File: config.mk
export PLATFORM = sky130hd
export DESIGN_NAME = dual_bridge_ctl
export DESIGN_NICKNAME = d
export VERILOG_FILES = /design/src/rtl/bdrv_pkg.sv /design/src/rtl/bdrv_leg_dt.sv /design/src/rtl/bdrv_chopper.sv /design/src/rtl/bdrv_protect.sv /design/src/rtl/dual_bridge_ctl.sv
export SDC_FILE = /design/constraint.sdc
export NUM_CORES = 1
export LEC_CHECK = 0
export ABC_AREA = 1
export BUFFER_PORTS_ARGS = -buffer_cell sky130_fd_sc_hd__buf_4
export CAP_MARGIN = 20
export CORE_ASPECT_RATIO = 0.6
export CORE_MARGIN = 2
export CORE_UTILIZATION = 55
export CTS_CLUSTER_SIZE = 10
export DETAILED_ROUTE_END_ITERATION = 10
export PLACE_DENSITY = 0.73
export SYNTH_ARGS = -nofsm -noshare
export SYNTH_HDL_FRONTEND = slang
export SYNTH_SLANG_ARGS = --single-unit
File: constraint.sdc
create_clock -name clk -period 2.8 [get_ports clk]
set_input_delay 0.28 -clock clk [delete_from_list [all_inputs] [get_ports clk]]
set_output_delay 0.28 -clock clk [all_outputs]
set_load 0.01 [all_outputs]
File: src/rtl/bdrv_pkg.sv
package bdrv_pkg;

   typedef enum logic [1:0] {
      LEG_OFF = 2'b00,
      LEG_HI  = 2'b01,
      LEG_LO  = 2'b10
   } leg_cmd_t;

   typedef enum logic [1:0] {
      CH_BLANK = 2'b00,
      CH_SENSE = 2'b01,
      CH_DECAY = 2'b10
   } chop_st_t;

   // current code {I1,I0} -> threshold select (3 full, 2 medium, 1 low, 0 none)
   function automatic logic [1:0] lvl_of(input logic [1:0] code);
      case (code)
         2'b00:   lvl_of = 2'd3;
         2'b01:   lvl_of = 2'd2;
         2'b10:   lvl_of = 2'd1;
         default: lvl_of = 2'd0;
      endcase
   endfunction

endpackage

File: src/rtl/bdrv_leg_dt.sv
// Break-before-make stage for one half-bridge leg.
module bdrv_leg_dt
   import bdrv_pkg::*;
#(
   parameter int DEAD_CYC = 10
) (
   input  logic     clk,
   input  logic     rst_n,
   input  leg_cmd_t req,
   output logic     hs,
   output logic     ls
);
   localparam int W = $clog2(DEAD_CYC + 1);
   localparam logic [W-1:0] DEAD_V = W'(DEAD_CYC);

   leg_cmd_t      cur;
   logic [W-1:0]  gap_cnt;

   always_ff @(posedge clk or negedge rst_n) begin
      if (!rst_n) begin
         cur     <= LEG_OFF;
         gap_cnt <= DEAD_V;
      end else if (req == cur) begin
         if (cur == LEG_OFF && gap_cnt < DEAD_V)
            gap_cnt <= gap_cnt + 1'b1;
      end else if (cur != LEG_OFF) begin
         cur     <= LEG_OFF;
         gap_cnt <= '0;
      end else if (gap_cnt >= DEAD_V) begin
         cur <= req;
      end else begin
         gap_cnt <= gap_cnt + 1'b1;
      end
   end

   assign hs = (cur == LEG_HI);
   assign ls = (cur == LEG_LO);

endmodule

File: src/rtl/bdrv_chopper.sv
// Fixed off-time chopper with leading-edge blanking for one winding.
module bdrv_chopper
   import bdrv_pkg::*;
#(
   parameter int BLANK_CYC = 25,
   parameter int TOFF_CYC  = 1450
) (
   input  logic clk,
   input  logic rst_n,
   input  logic active,
   input  logic dir,
   input  logic trip,
   output logic decay
);
   localparam int MAXC = (BLANK_CYC > TOFF_CYC) ? BLANK_CYC : TOFF_CYC;
   localparam int W    = $clog2(MAXC + 1);
   localparam logic [W-1:0] BLANK_LAST = W'(BLANK_CYC - 1);
   localparam logic [W-1:0] TOFF_LAST  = W'(TOFF_CYC - 1);

   chop_st_t     st;
   logic [W-1:0] cnt;
   logic         prev_dir;

   always_ff @(posedge clk or negedge rst_n) begin
      if (!rst_n) begin
         st       <= CH_BLANK;
         cnt      <= '0;
         prev_dir <= 1'b0;
      end else begin
         prev_dir <= dir;
         if (!active || dir != prev_dir) begin
            st  <= CH_BLANK;
            cnt <= '0;
         end else begin
            case (st)
               CH_BLANK: begin
                  if (cnt == BLANK_LAST) begin
                     st  <= CH_SENSE;
                     cnt <= '0;
                  end else begin
                     cnt <= cnt + 1'b1;
                  end
               end
               CH_SENSE: begin
                  if (trip) begin
                     st  <= CH_DECAY;
                     cnt <= '0;
                  end
               end
               default: begin
                  if (cnt == TOFF_LAST) begin
                     st  <= CH_BLANK;
                     cnt <= '0;
                  end else begin
                     cnt <= cnt + 1'b1;
                  end
               end
            endcase
         end
      end
   end

   assign decay = (st == CH_DECAY);

endmodule

File: src/rtl/bdrv_protect.sv
// Overtemperature latch and DC overcurrent off-timer.
module bdrv_protect #(
   parameter int OC_CYC = 2000
) (
   input  logic clk,
   input  logic rst_n,
   input  logic dc_en,
   input  logic ovc,
   input  logic hot,
   input  logic cool,
   output logic ot_hold,
   output logic oc_block
);
   localparam int W = $clog2(OC_CYC + 1);
   localparam logic [W-1:0] OC_V = W'(OC_CYC);

   logic [W-1:0] oc_cnt;

   always_ff @(posedge clk or negedge rst_n) begin
      if (!rst_n)     ot_hold <= 1'b0;
      else if (hot)   ot_hold <= 1'b1;
      else if (cool)  ot_hold <= 1'b0;
   end

   always_ff @(posedge clk or negedge rst_n) begin
      if (!rst_n)             oc_cnt <= '0;
      else if (!dc_en)        oc_cnt <= '0;
      else if (ovc)           oc_cnt <= OC_V;
      else if (oc_cnt != '0)  oc_cnt <= oc_cnt - 1'b1;
   end

   assign oc_block = (oc_cnt != '0);

endmodule

File: src/rtl/dual_bridge_ctl.sv
module dual_bridge_ctl
   import bdrv_pkg::*;
#(
   parameter int N_BR      = 2,
   parameter int DEAD_CYC  = 10,
   parameter int BLANK_CYC = 25,
   parameter int TOFF_CYC  = 1450,
   parameter int OC_CYC    = 2000
) (
   input  logic              clk,
   input  logic              rst_n,
   input  logic              drv_en,
   input  logic              step_mode,
   input  logic              pwm_in,
   input  logic              dc_dir,
   input  logic [N_BR-1:0]   ph_dir,
   input  logic [2*N_BR-1:0] ph_code,
   input  logic [N_BR-1:0]   cmp_trip,
   input  logic              dc_ovc,
   input  logic              ot_hot,
   input  logic              ot_cool,
   output logic [N_BR-1:0]   hs_a,
   output logic [N_BR-1:0]   ls_a,
   output logic [N_BR-1:0]   hs_b,
   output logic [N_BR-1:0]   ls_b,
   output logic [2*N_BR-1:0] lvl_sel
);
   localparam int N_LEG = 2;

   if (N_BR < 1)          begin : g_bad_nbr   $error("N_BR must be at least 1");   end
   if (DEAD_CYC < 1)      begin : g_bad_dead  $error("DEAD_CYC must be at least 1"); end
   if (BLANK_CYC < 1)     begin : g_bad_blank $error("BLANK_CYC must be at least 1"); end
   if (TOFF_CYC < 1)      begin : g_bad_toff  $error("TOFF_CYC must be at least 1"); end
   if (OC_CYC <= DEAD_CYC) begin : g_bad_oc   $error("OC_CYC must exceed DEAD_CYC"); end

   logic ot_hold;
   logic oc_block;

   bdrv_protect #(.OC_CYC(OC_CYC)) prot_i (
      .clk      (clk),
      .rst_n    (rst_n),
      .dc_en    (drv_en & ~step_mode),
      .ovc      (dc_ovc),
      .hot      (ot_hot),
      .cool     (ot_cool),
      .ot_hold  (ot_hold),
      .oc_block (oc_block)
   );

   for (genvar i = 0; i < N_BR; i++) begin : g_br
      logic [1:0] code;
      logic       zero_cur;
      logic       active;
      logic       decay;
      leg_cmd_t   req [N_LEG];
      logic [N_LEG-1:0] hs_l;
      logic [N_LEG-1:0] ls_l;

      assign code     = ph_code[2*i+1 -: 2];
      assign zero_cur = (code == 2'b11);
      assign active   = drv_en & step_mode & ~ot_hold & ~zero_cur;

      bdrv_chopper #(.BLANK_CYC(BLANK_CYC), .TOFF_CYC(TOFF_CYC)) chop_i (
         .clk   (clk),
         .rst_n (rst_n),
         .active(active),
         .dir   (ph_dir[i]),
         .trip  (cmp_trip[i]),
         .decay (decay)
      );

      always_comb begin
         req[0] = LEG_OFF;
         req[1] = LEG_OFF;
         if (drv_en) begin
            if (step_mode) begin
               if (active && !decay) begin
                  req[0] = ph_dir[i] ? LEG_HI : LEG_LO;
                  req[1] = ph_dir[i] ? LEG_LO : LEG_HI;
               end
            end else if (ot_hold) begin
               req[0] = LEG_HI;
               req[1] = LEG_HI;
            end else if (!oc_block) begin
               if (!pwm_in) begin
                  req[0] = LEG_HI;
                  req[1] = LEG_HI;
               end else begin
                  req[0] = dc_dir ? LEG_HI : LEG_LO;
                  req[1] = dc_dir ? LEG_LO : LEG_HI;
               end
            end
         end
      end

      for (genvar l = 0; l < N_LEG; l++) begin : g_leg
         bdrv_leg_dt #(.DEAD_CYC(DEAD_CYC)) leg_i (
            .clk   (clk),
            .rst_n (rst_n),
            .req   (req[l]),
            .hs    (hs_l[l]),
            .ls    (ls_l[l])
         );
      end

      assign hs_a[i] = hs_l[0];
      assign ls_a[i] = ls_l[0];
      assign hs_b[i] = hs_l[1];
      assign ls_b[i] = ls_l[1];
      assign lvl_sel[2*i+1 -: 2] = active ? lvl_of(code) : 2'b00;
   end

endmodule

== Yosys cells after proc, flatten, opt, wreduce, memory -nomap -nowiden ==
Index checks and enable logic that the tools add are counted.
Storage, ports and cells
  flip-flop bits (word level): 64
  input port bits: 17
  output and inout port bits: 12
  logic and storage cells: 195
Operators by class
  add/sub/neg operators: 7
  order comparisons: 8
  equality and inequality tests: 41
  mux-type cells: 68
  bitwise operators: 13
  reduce and logical (&&, ||, !) cells: 42
Operators by type and width (count)
  two-way mux 11 bit: 11
  two-way mux 4 bit: 25
  two-way mux 2 bit: 24
  case mux 11 bit (2 select lines): 2
  adder 11 x 1 -> 11 bit, second input constant: 2
  == test 11 bit, second input constant: 2
  == test 11 x 5 -> 1 bit, second input constant: 2
  == test 2 bit, second input constant: 10
  != test 3 x 1 -> 1 bit, second input constant: 6
  nonzero test 2 bit: 9
  adder 4 x 1 -> 4 bit, second input constant: 4
  == test 2 x 1 -> 1 bit, second input constant: 8
  greater-or-equal comparator 4 bit, second input constant: 4
  zero test 2 bit: 8
  less-than comparator 4 bit, second input constant: 4
  AND reduction 2 bit: 8
  case mux 2 bit (3 select lines): 2
  nonzero test 11 bit: 1
  subtractor 11 x 1 -> 11 bit, second input constant: 1
  == test 2 bit: 4
  != test 2 bit, second input constant: 4
  NOT 1 bit: 8
  case mux 2 bit (2 select lines): 2
  nonzero test 4 bit: 2
  other kinds (9): 26

== Depth between registers and ports, before layout ==
Gate-level depths: netlist of the first run.
  depth in word-level cells: 10
  depth in mapped cells: 15
  mapped depth without buffers: 15

== Cells and area by module ==
From an unflattened synthesis of the first run, not the netlist that was laid out.
Unflattened totals
  cell total of the unflattened synthesis: 745
  area, all modules: 4898.4 um^2
By module, submodules not included
  bdrv_chopper: times used 2, cells an instance 158, area an instance 1027.2 um^2, seq. area each 350.3 um^2
  bdrv_leg_dt: times used 4, cells an instance 68, area an instance 466.7 um^2, seq. area each 152.6 um^2
  bdrv_protect: times used 1, cells an instance 108, area an instance 754.5 um^2, seq. area each 300.3 um^2
  dual_bridge_ctl: times used 1, cells an instance 49, area an instance 222.7 um^2, seq. area each 0.0 um^2

== Least setup slack after synthesis of the first run ==
Ideal clock, no wire load.
  path type: register to register
  start point: register prot_i.oc_cnt[0]
  end point: register g_br[1].g_leg[0].leg_i.gap_cnt[0]
  setup time: 0.117 ns
  data arrival time: 1.623 ns
  required time: 2.683 ns
  setup slack: 1.061 ns
  stages on the path, launching flop included: 14
  path buffers: 0
  period minus slack after synthesis: 1.739 ns
  path through: dfrtp_1 -> inv_1 -> ha_1 -> nand2_2 -> nor2_4 -> nand3_1 -> nand2_2 -> nand4_1 -> nand2_4 -> nand2_8 -> nand2_4 -> nand2_4 -> nand2_1 -> nand2_1
On the way
  longest elaborated chain between the ends: 8
  elaborated cells on any way between the ends: 10
  those cells by class: 3 x eq/ne; 5 x mux; 2 x reduce/logical
RTL lines
  start, declared: RTL line bdrv_protect.sv:17  | logic [W-1:0] oc_cnt;
  start signal, assigned: RTL line bdrv_protect.sv:29  | else if (oc_cnt != '0) oc_cnt <= oc_cnt - 1'b1;
  nonzero test 11 bit (*): RTL line bdrv_protect.sv:32  | assign oc_block = (oc_cnt != '0);
  two-way mux 4 bit (*): RTL line dual_bridge_ctl.sv:84  | end else if (!oc_block) begin
  two-way mux 4 bit (*): RTL line dual_bridge_ctl.sv:81  | end else if (ot_hold) begin
  two-way mux 4 bit (*): RTL line dual_bridge_ctl.sv:76  | if (step_mode) begin
  two-way mux 4 bit (*): RTL line dual_bridge_ctl.sv:75  | if (drv_en) begin
  == test 2 bit (*): RTL line bdrv_leg_dt.sv:23  | end else if (req == cur) begin
  != test 3 x 1 -> 1 bit (no source line) or != test 2 bit (tied branches)
  AND reduction 2 bit (no source line)
  end signal, assigned: RTL line bdrv_leg_dt.sv:25  | gap_cnt <= gap_cnt + 1'b1;
  end signal, assigned: RTL line bdrv_leg_dt.sv:32  | gap_cnt <= gap_cnt + 1'b1;
  end, declared: RTL line bdrv_leg_dt.sv:17  | logic [W-1:0] gap_cnt;
Every way passes the cells marked *; elsewhere a longest branch is shown, timed or not.
A chain may end at the register's enable or synchronous reset.

== Final worst setup path of the first run ==
  start point: register prot_i.oc_cnt[0]
  end point: register g_br[0].g_leg[1].leg_i.gap_cnt[2]
On the way
  longest elaborated chain between the ends: 8
  elaborated cells on any way between the ends: 10
  those cells by class: 3 x eq/ne; 5 x mux; 2 x reduce/logical
RTL lines (RTL line)
  nonzero test 11 bit (*): bdrv_protect.sv:32
  two-way mux 4 bit (*): dual_bridge_ctl.sv:84
  two-way mux 4 bit (*): dual_bridge_ctl.sv:81
  two-way mux 4 bit (*): dual_bridge_ctl.sv:76
  two-way mux 4 bit (*): dual_bridge_ctl.sv:75
  == test 2 bit (*): bdrv_leg_dt.sv:23
  != test 3 x 1 -> 1 bit (no source line) or != test 2 bit (tied branches)
  AND reduction 2 bit (no source line)
  end signal, assigned: bdrv_leg_dt.sv:25
  end signal, assigned: bdrv_leg_dt.sv:32
  end, declared: bdrv_leg_dt.sv:17
Marks and branches as above.

==> results of run 1 <==
## cells by family after synthesis
| family | share of synthesized area |
|---|---|
| buf+inv | 0.0976 |
| flops | 0.348 |
| compound gates | 0.0803 |
| xor+xnor | 0.0284 |
| fa+ha+maj | 0.0406 |
| simple gates | 0.405 |
## registers in the layout, indices dropped and copies added, names as in the netlist
signal and flops:
prot_i.oc_cnt 11, g_br.chop_i.cnt 22, g_br.chop_i.st 4, g_br.chop_i.prev_dir 2, prot_i.ot_hold 1, g_br.g_leg.leg_i.gap_cnt 16
g_br.g_leg.leg_i.cur 8
## placed cells by master, fill, tap and decap left out, drive strengths merged, types with 3 or more instances in the layout
cell / n
nand3b: 3
a31oi: 4
inv: 87
nand2: 175
nor3: 11
nor2: 78
o22ai: 6
o21a: 4
o21ai: 25
dfrtp: 56
buf: 28
clkbuf: 13
a21oi: 23
nand4: 27
ha: 15
nor4: 4
clkinv: 6
xor2: 14
dfstp: 8
nand3: 70
## final timing paths
| kind | from | to | slack (ns) | cells past startpoint |
|---|---|---|---|---|
| max reg2reg | prot_i.oc_cnt[0] | g_br[0].g_leg[1].leg_i.gap_cnt[2] | 0.82 | 13 |
| min in group clk | ph_dir[1] | g_br[1].chop_i.prev_dir | 0.08 | 1 |
| min | rst_n | g_br[1].chop_i.cnt[1] | 0.04 | 1 |
| max | prot_i.oc_cnt[0] | g_br[0].g_leg[1].leg_i.gap_cnt[2] | 0.82 | 13 |
| max in group asynchronous | rst_n | g_br[0].g_leg[1].leg_i.gap_cnt[2] | 2.22 | 1 |
| min reg2reg | g_br[0].chop_i.cnt[3] | g_br[0].chop_i.cnt[3] | 0.50 | 1 |
## through the flow
step	utilization	total power, mW
6_report	0.650	4.03
5_1_grt	0.650	4.34
4_1_cts	0.650	4.04
3_5_place_dp	0.609	2.80
3_3_place_gp	0.609	2.73
2_1_floorplan	-	2.48
## routing by layer
metal  up-vias  track usage
met4         0       0.0843
met1      1953        0.349
li1       2110            -
met3         8       0.0553
met5         -            0
met2        82        0.401
## worst max-delay path, stage by stage (launching register included)
cell and delay [ns]:
dfrtp_1 0.36, inv_1 0.12, ha_1 0.22, nand2_2 0.10
nor2_4 0.17, nand3_2 0.08, nand2_2 0.11, nand4_1 0.13
nand2_2 0.19, nand2_4 0.10, nand2_4 0.10, nand2_2 0.07
nand2_1 0.06, nand2_1 0.05
## power by group through the flow
stage                     combinational, mW  sequential, mW  clock (mW)
after CTS                              1.51            1.28        1.25
after global routing                   1.74            1.31        1.29
after detailed placement               1.50            1.30           0
after floorplan                        1.23            1.25           0
final                                  1.51            1.29        1.23
after global placement                 1.44            1.29           0
## layout make-up
cell class              count  area (sq um)
clock buffers              13           260
fillers                   726          2800
multi-input cells         466          2560
inverters                  92           360
clock inverters             3          65.1
repair buffers             28           210
well taps                 108           135
flip-flops and latches     64          1610
==> results.md, run 1 <==
* Result of the run: finished clean
* Endpoint arrival time on the critical path at 2.20 ns
* Number of standard-cell rows in the floorplan at 25
* Commonest cells post-synth: nand2_1 (144), inv_1 (86), nor2_1 (73)
* Total Nets Final at 693
* Sequential element share of the synthesized area at 0.348
* Startpoint type of the worst setup path: flip-flop
* Number of warnings printed during yosys synthesis at 0
* CP Max Fanout at 7
* Maximum number of pins on one net before global-route repair at 65
* Clk_lat worst skew at 0.33 ns
* H-tree level count at 3
* Met3 wire length at 398 um
* Share of the synthesized area in the top cell type at 0.303
* Wire length on met1 at 5150 um
* Diodes inserted at 0
* Endpoint kind of the worst setup timing path: flip-flop
* Number of vias per cell after detailed routing at 5.37
* Remaining Overflow, GRT at 0
* Per-instance average area after synthesis at 7.30 sq um
* Worst-case hold slack at 0.0394 ns
* DIE HEIGHT at 75.0 um
* Combined area of all synthesized cells at 4630 sq um
* Critical setup path kind: flip-flop to flip-flop
* Final cell area excluding filler cells at 5200 sq um
* Ports placed on the boundary at 29
* Vias at 4,153
* Die ar. at 9180 sq um
* Wire length of the first global-routing pass at 18,200 um
* GRT Overall Usage at 0.253
* Gate power share at 0.375
* Power density normalized to cell area at 773 nW/um^2
* Max transition margin at 0.451
* Post-route DRC at 0
* Number of global-route vias before repair at 3,946
* Antenna-violating nets left at 0
* Total nets after synthesis at 666
* Leakage power of the design at 2.62 nW
* Achievable clock frequency at 0.506 GHz
* Net switching fraction of the power at 0.379
* Required @ worst endpoint at 3.02 ns
* CTS buffer count at 9
* Clock group share of total power at 0.305
* HPWL reported at the end of detailed placement at 7670 um
* Cell area reported after detailed placement at 4880 sq um
* Psw at 1.53 mW
* Worst-path clk slew at 0.05 ns
* Final total negative setup slack at 0 ns
* Number of non-filler instances in the completed layout at 774
* Kind of path behind the tightest hold check: primary input to asynchronous set/reset pin
* Maximum count of clock buffers along a single path at 2
* Worst slack at placement at 0.837 ns
* Final WS setup at 0.822 ns
* CORE AREA at 8010 sq um
* Effective utilization at floorplan at 0.578
* Highest layer used for signal routing: met4
* Max-slew violations at 0
* Routed met2 length at 4790 um
* Synth top area cells: dfrtp_1 (30%), nand2_1 (12%), inv_1 (7.0%)
* Relative area change from synthesis to final layout at 12.5%
* Design internal power at 2.50 mW
* Max rail drop VDD at 0.347 mV
* Clock Skew at 0.00445 ns
* Total of endpoints with negative setup slack in the final report at 0
* Instance count of the mapped netlist at 634
* Unrepaired setup endpoints after global routing: false
* Worst slew pin tran at 0.823 ns
* Post-synth EDFFs at 0
* Proportion of register bits with asynchronous set or reset after synthesis at 1.00
* Final Cycle Share at 0.706
* Die X at 122 um
* Number of clock sinks seen by CTS at 64
* Cell Count Post-Placement at 758
* Average wire per standard cell at 13.5 um
* Post-CTS sizing at 0
* Endpoints failing hold at 0
* Routability Congestion at 0.936
* Number of buffers added to fix hold violations after cts at 0
* Clock Root Buffer: clkbuf_16
* DR iter-0 viols at 320
* Buffers inserted during post-CTS setup optimization at 0
* Number of violations of the max-capacitance limit at 0
* Antenna violations before repair at 0
* Detailed-router iteration count before antenna repair at 5
* Register bit count reported by yosys at 64
* Minimum clock period at 1.98 ns
* Cell with the most instances after synthesis: nand2_1
* Netlist cell types at 43
* Proportion of power drawn by flip-flops and latches at 0.319
* TritonCTS clock tree: built
* Routed wire length at 10,400 um
* Top cell type by total area after synthesis: dfrtp_1
* Fraction of final layout cells with drive strength greater than 1 at 0.156
* Port Buffer Count at 28
* Dominant synthesized flop cell: dfrtp_1
Note: power is estimated with default switching activity, not from simulation.
==> inputs of run 2 (changes only) <==
--- a/config.mk
+++ b/config.mk
@@ -13,7 +13,7 @@
 export CORE_UTILIZATION = 55
 export CTS_CLUSTER_SIZE = 10
 export DETAILED_ROUTE_END_ITERATION = 10
-export PLACE_DENSITY = 0.73
+export PLACE_DENSITY = 0.76
 export SYNTH_ARGS = -nofsm -noshare
 export SYNTH_HDL_FRONTEND = slang
 export SYNTH_SLANG_ARGS = --single-unit
==> constraint.sdc (replaced) <==
create_clock -name clk -period 1.69 [get_ports clk]
set_input_delay 0.169 -clock clk [delete_from_list [all_inputs] [get_ports clk]]
set_output_delay 0.169 -clock clk [all_outputs]
set_load 0.01 [all_outputs]
==> results.md, run 2 (synthesis gave the netlist of run 1 again) <==
* Maximum count of clock buffers along a single path at 2
* Wire length of the first global-routing pass at 19,400 um
* Endpoint arrival time on the critical path at 2.12 ns
* Remaining Overflow, GRT at 0
* Diodes inserted at 0
* Leading cell types in the layout, fill and taps excluded: nand2_1 (112), buf_4 (90), inv_1 (79)
* Total of endpoints with negative setup slack in the final report at 43
* Result of the run: finished with violations
* Proportion of power drawn by flip-flops and latches at 0.281
* Effective utilization at floorplan at 0.578
* Routed wire length at 13,300 um
* Required @ worst endpoint at 1.91 ns
* Post-route DRC at 0
* Cell Count Post-Placement at 796
* Number of global-route vias before repair at 4,202
* Number of vias per cell after detailed routing at 5.71
* Worst hold path endpoint: prot_i.ot_hold
* Max reg flops at 22
* Worst-case hold slack at 0.0134 ns
* Endpoints failing hold at 0
* Gate power share at 0.430
* TritonCTS clock tree: built
* Port Buffer Count at 28
* GRT Overall Usage at 0.267
* Fraction of met2 tracks used by global routing at 0.425
* Critical setup path kind: flip-flop to flip-flop
* Achievable clock frequency at 0.526 GHz
* Number of violations of the max-capacitance limit at 0
* Kind of path behind the tightest hold check: primary input to flip-flop
* Clock Skew at 0.00578 ns
* Leakage power of the design at 3.11 nW
* Max-slew violations at 0
* Hold path startpoint: ot_cool
* Total Nets Final at 768
* Design internal power at 4.62 mW
* Fill cell instance count of the final layout at 521
* Final total negative setup slack at -4.96 ns
* Minimum clock period at 1.90 ns
* Ports placed on the boundary at 29
* Die ar. at 9180 sq um
* Power density normalized to cell area at 1210 nW/um^2
* Worst slew pin tran at 0.406 ns
* Worst-path clk slew at 0.05 ns
* Maximum number of pins on one net before global-route repair at 39
* Failing checks: setup timing
* Most common cell after layout, fill and taps aside: nand2_1
* Routability Congestion at 0.936
* Number of standard-cell rows in the floorplan at 25
* Reg with most FFs: g_br.chop_i.cnt
* Antenna-violating nets left at 0
* H-tree level count at 3
* Met3 track utilization from global routing at 0.0545
* Clock Root Buffer: clkbuf_16
* Relative area change from synthesis to final layout at 36.8%
* DIE HEIGHT at 75.0 um
* Unrepaired setup endpoints after global routing: true
* Clk_lat worst skew at 0.34 ns
* Final Cycle Share at 1.12
* Fraction of final layout cells with drive strength greater than 1 at 0.351
* Average wire per standard cell at 15.7 um
* Capturing point of the worst reg2reg path: g_br[0].g_leg[1].leg_i.gap_cnt[0]
* Max transition margin at 0.727
* Launch point of the worst reg-to-reg path: prot_i.oc_cnt[0]
* Largest registers: g_br.chop_i.cnt: 22 flops, g_br.g_leg.leg_i.gap_cnt: 16 flops, prot_i.oc_cnt: 11 flops
* Max rail drop VDD at 0.818 mV
* Number of non-filler instances in the completed layout at 849
* Clock group share of total power at 0.289
* CP Max Fanout at 7
* Vias at 4,851
* Number of cells on the worst reg-to-reg path at 13
* Setup slack of the most critical reg-to-reg path at -0.21 ns
* Startpoint type of the worst setup path: flip-flop
* GR peak layer: met2
* Met1 Usage GRT at 0.370
* CTS buffer count at 9
* Psw at 3.04 mW
* Antenna violations before repair at 0
* DR iter-0 viols at 454
* HPWL reported at the end of detailed placement at 7960 um
* Die X at 122 um
* CORE AREA at 8010 sq um
* Endpoint kind of the worst setup timing path: flip-flop
* Net switching fraction of the power at 0.397
* Final WS setup at -0.210 ns
* Detailed-router iteration count before antenna repair at 7
* Hold path depth at 2
* Number of clock sinks seen by CTS at 64
run 2: changes by cell type in the layout (fill, tap and decap cells not counted), sizes merged:
cell and delta:
inv +1, clkinvlp +1, nand2 +2, dlygate4sd3 +3, clkinv -1, clkbuf -2
bufinv +1, buf +70
run 2: final cells by class:
class                      count  area (sq um)  share of cell area
inverter                      92           365              0.0578
multi-input combinational    468          3050               0.483
sequential                    64          1610               0.255
timing repair buffer         101           805               0.127
clock inverter                 5           103              0.0162
tap                          108           135              0.0214
clock buffer                  11           253              0.0400
run 2: timing repair:
action,CTS,global route
buffers inserted,12,20
hold buffers,3,0
gates resized for setup,29,103
endpoints found under the hold margin,26,0
pin swaps,10,29
endpoints found under the setup margin,38,59
cloned,0,2
run 2: power by group through the flow:
stage	logic, mW	clock network (mW)	registers (mW)
global route	3.63	2.29	2.18
finish	3.30	2.21	2.16
detailed placement	2.57	0	2.15
floorplan	2.04	0	2.06
CTS	2.73	2.23	2.13
global placement	2.48	0	2.13
run 2: how the worst max path moves through the flow:
stage	start	endpoint	slack (ns)	cells past startpoint
4_1_cts	prot_i.oc_cnt[1]	g_br[0].g_leg[0].leg_i.gap_cnt[2]	-0.14	13
3_3_place_gp	prot_i.oc_cnt[0]	g_br[1].g_leg[0].leg_i.gap_cnt[0]	-0.13	15
5_1_grt	prot_i.oc_cnt[5]	g_br[0].g_leg[1].leg_i.gap_cnt[0]	-0.33	12
6_report	prot_i.oc_cnt[0]	g_br[0].g_leg[1].leg_i.gap_cnt[0]	-0.21	13
3_5_place_dp	prot_i.oc_cnt[0]	g_br[1].g_leg[0].leg_i.gap_cnt[0]	-0.21	15
2_1_floorplan	prot_i.oc_cnt[0]	g_br[1].g_leg[0].leg_i.gap_cnt[0]	0.02	13
run 2: metrics by stage:
stage	util	setup WS [ns]	total power, mW	cell area, sq um
2_1_floorplan	-	0.0215	4.10	4630
3_3_place_gp	0.647	-0.131	4.62	5180
3_5_place_dp	0.647	-0.207	4.72	5180
4_1_cts	0.720	-0.136	7.09	5770
5_1_grt	0.790	-0.329	8.10	6330
6_report	0.790	-0.210	7.67	6330
run 2: routing by layer:
| metal | share of wire | vias up |
|---|---|---|
| met4 | 0.025 | 0 |
| met2 | 0.48 | 246 |
| li1 | - | 2267 |
| met3 | 0.071 | 40 |
| met1 | 0.43 | 2298 |
| met5 | 0 | - |
run 2: worst max-delay path: stages, from the launching register on:
cell and delay, ns:
dfrtp_1 0.38, inv_2 0.09, ha_4 0.15, nand2_4 0.05, nor2_4 0.17, nand3_2 0.11
nand2_4 0.11, nand4_1 0.18, nand2_4 0.19, nand2_8 0.09, nand2_1 0.07, nand2_1 0.07
nand2_2 0.07, nand2_1 0.05
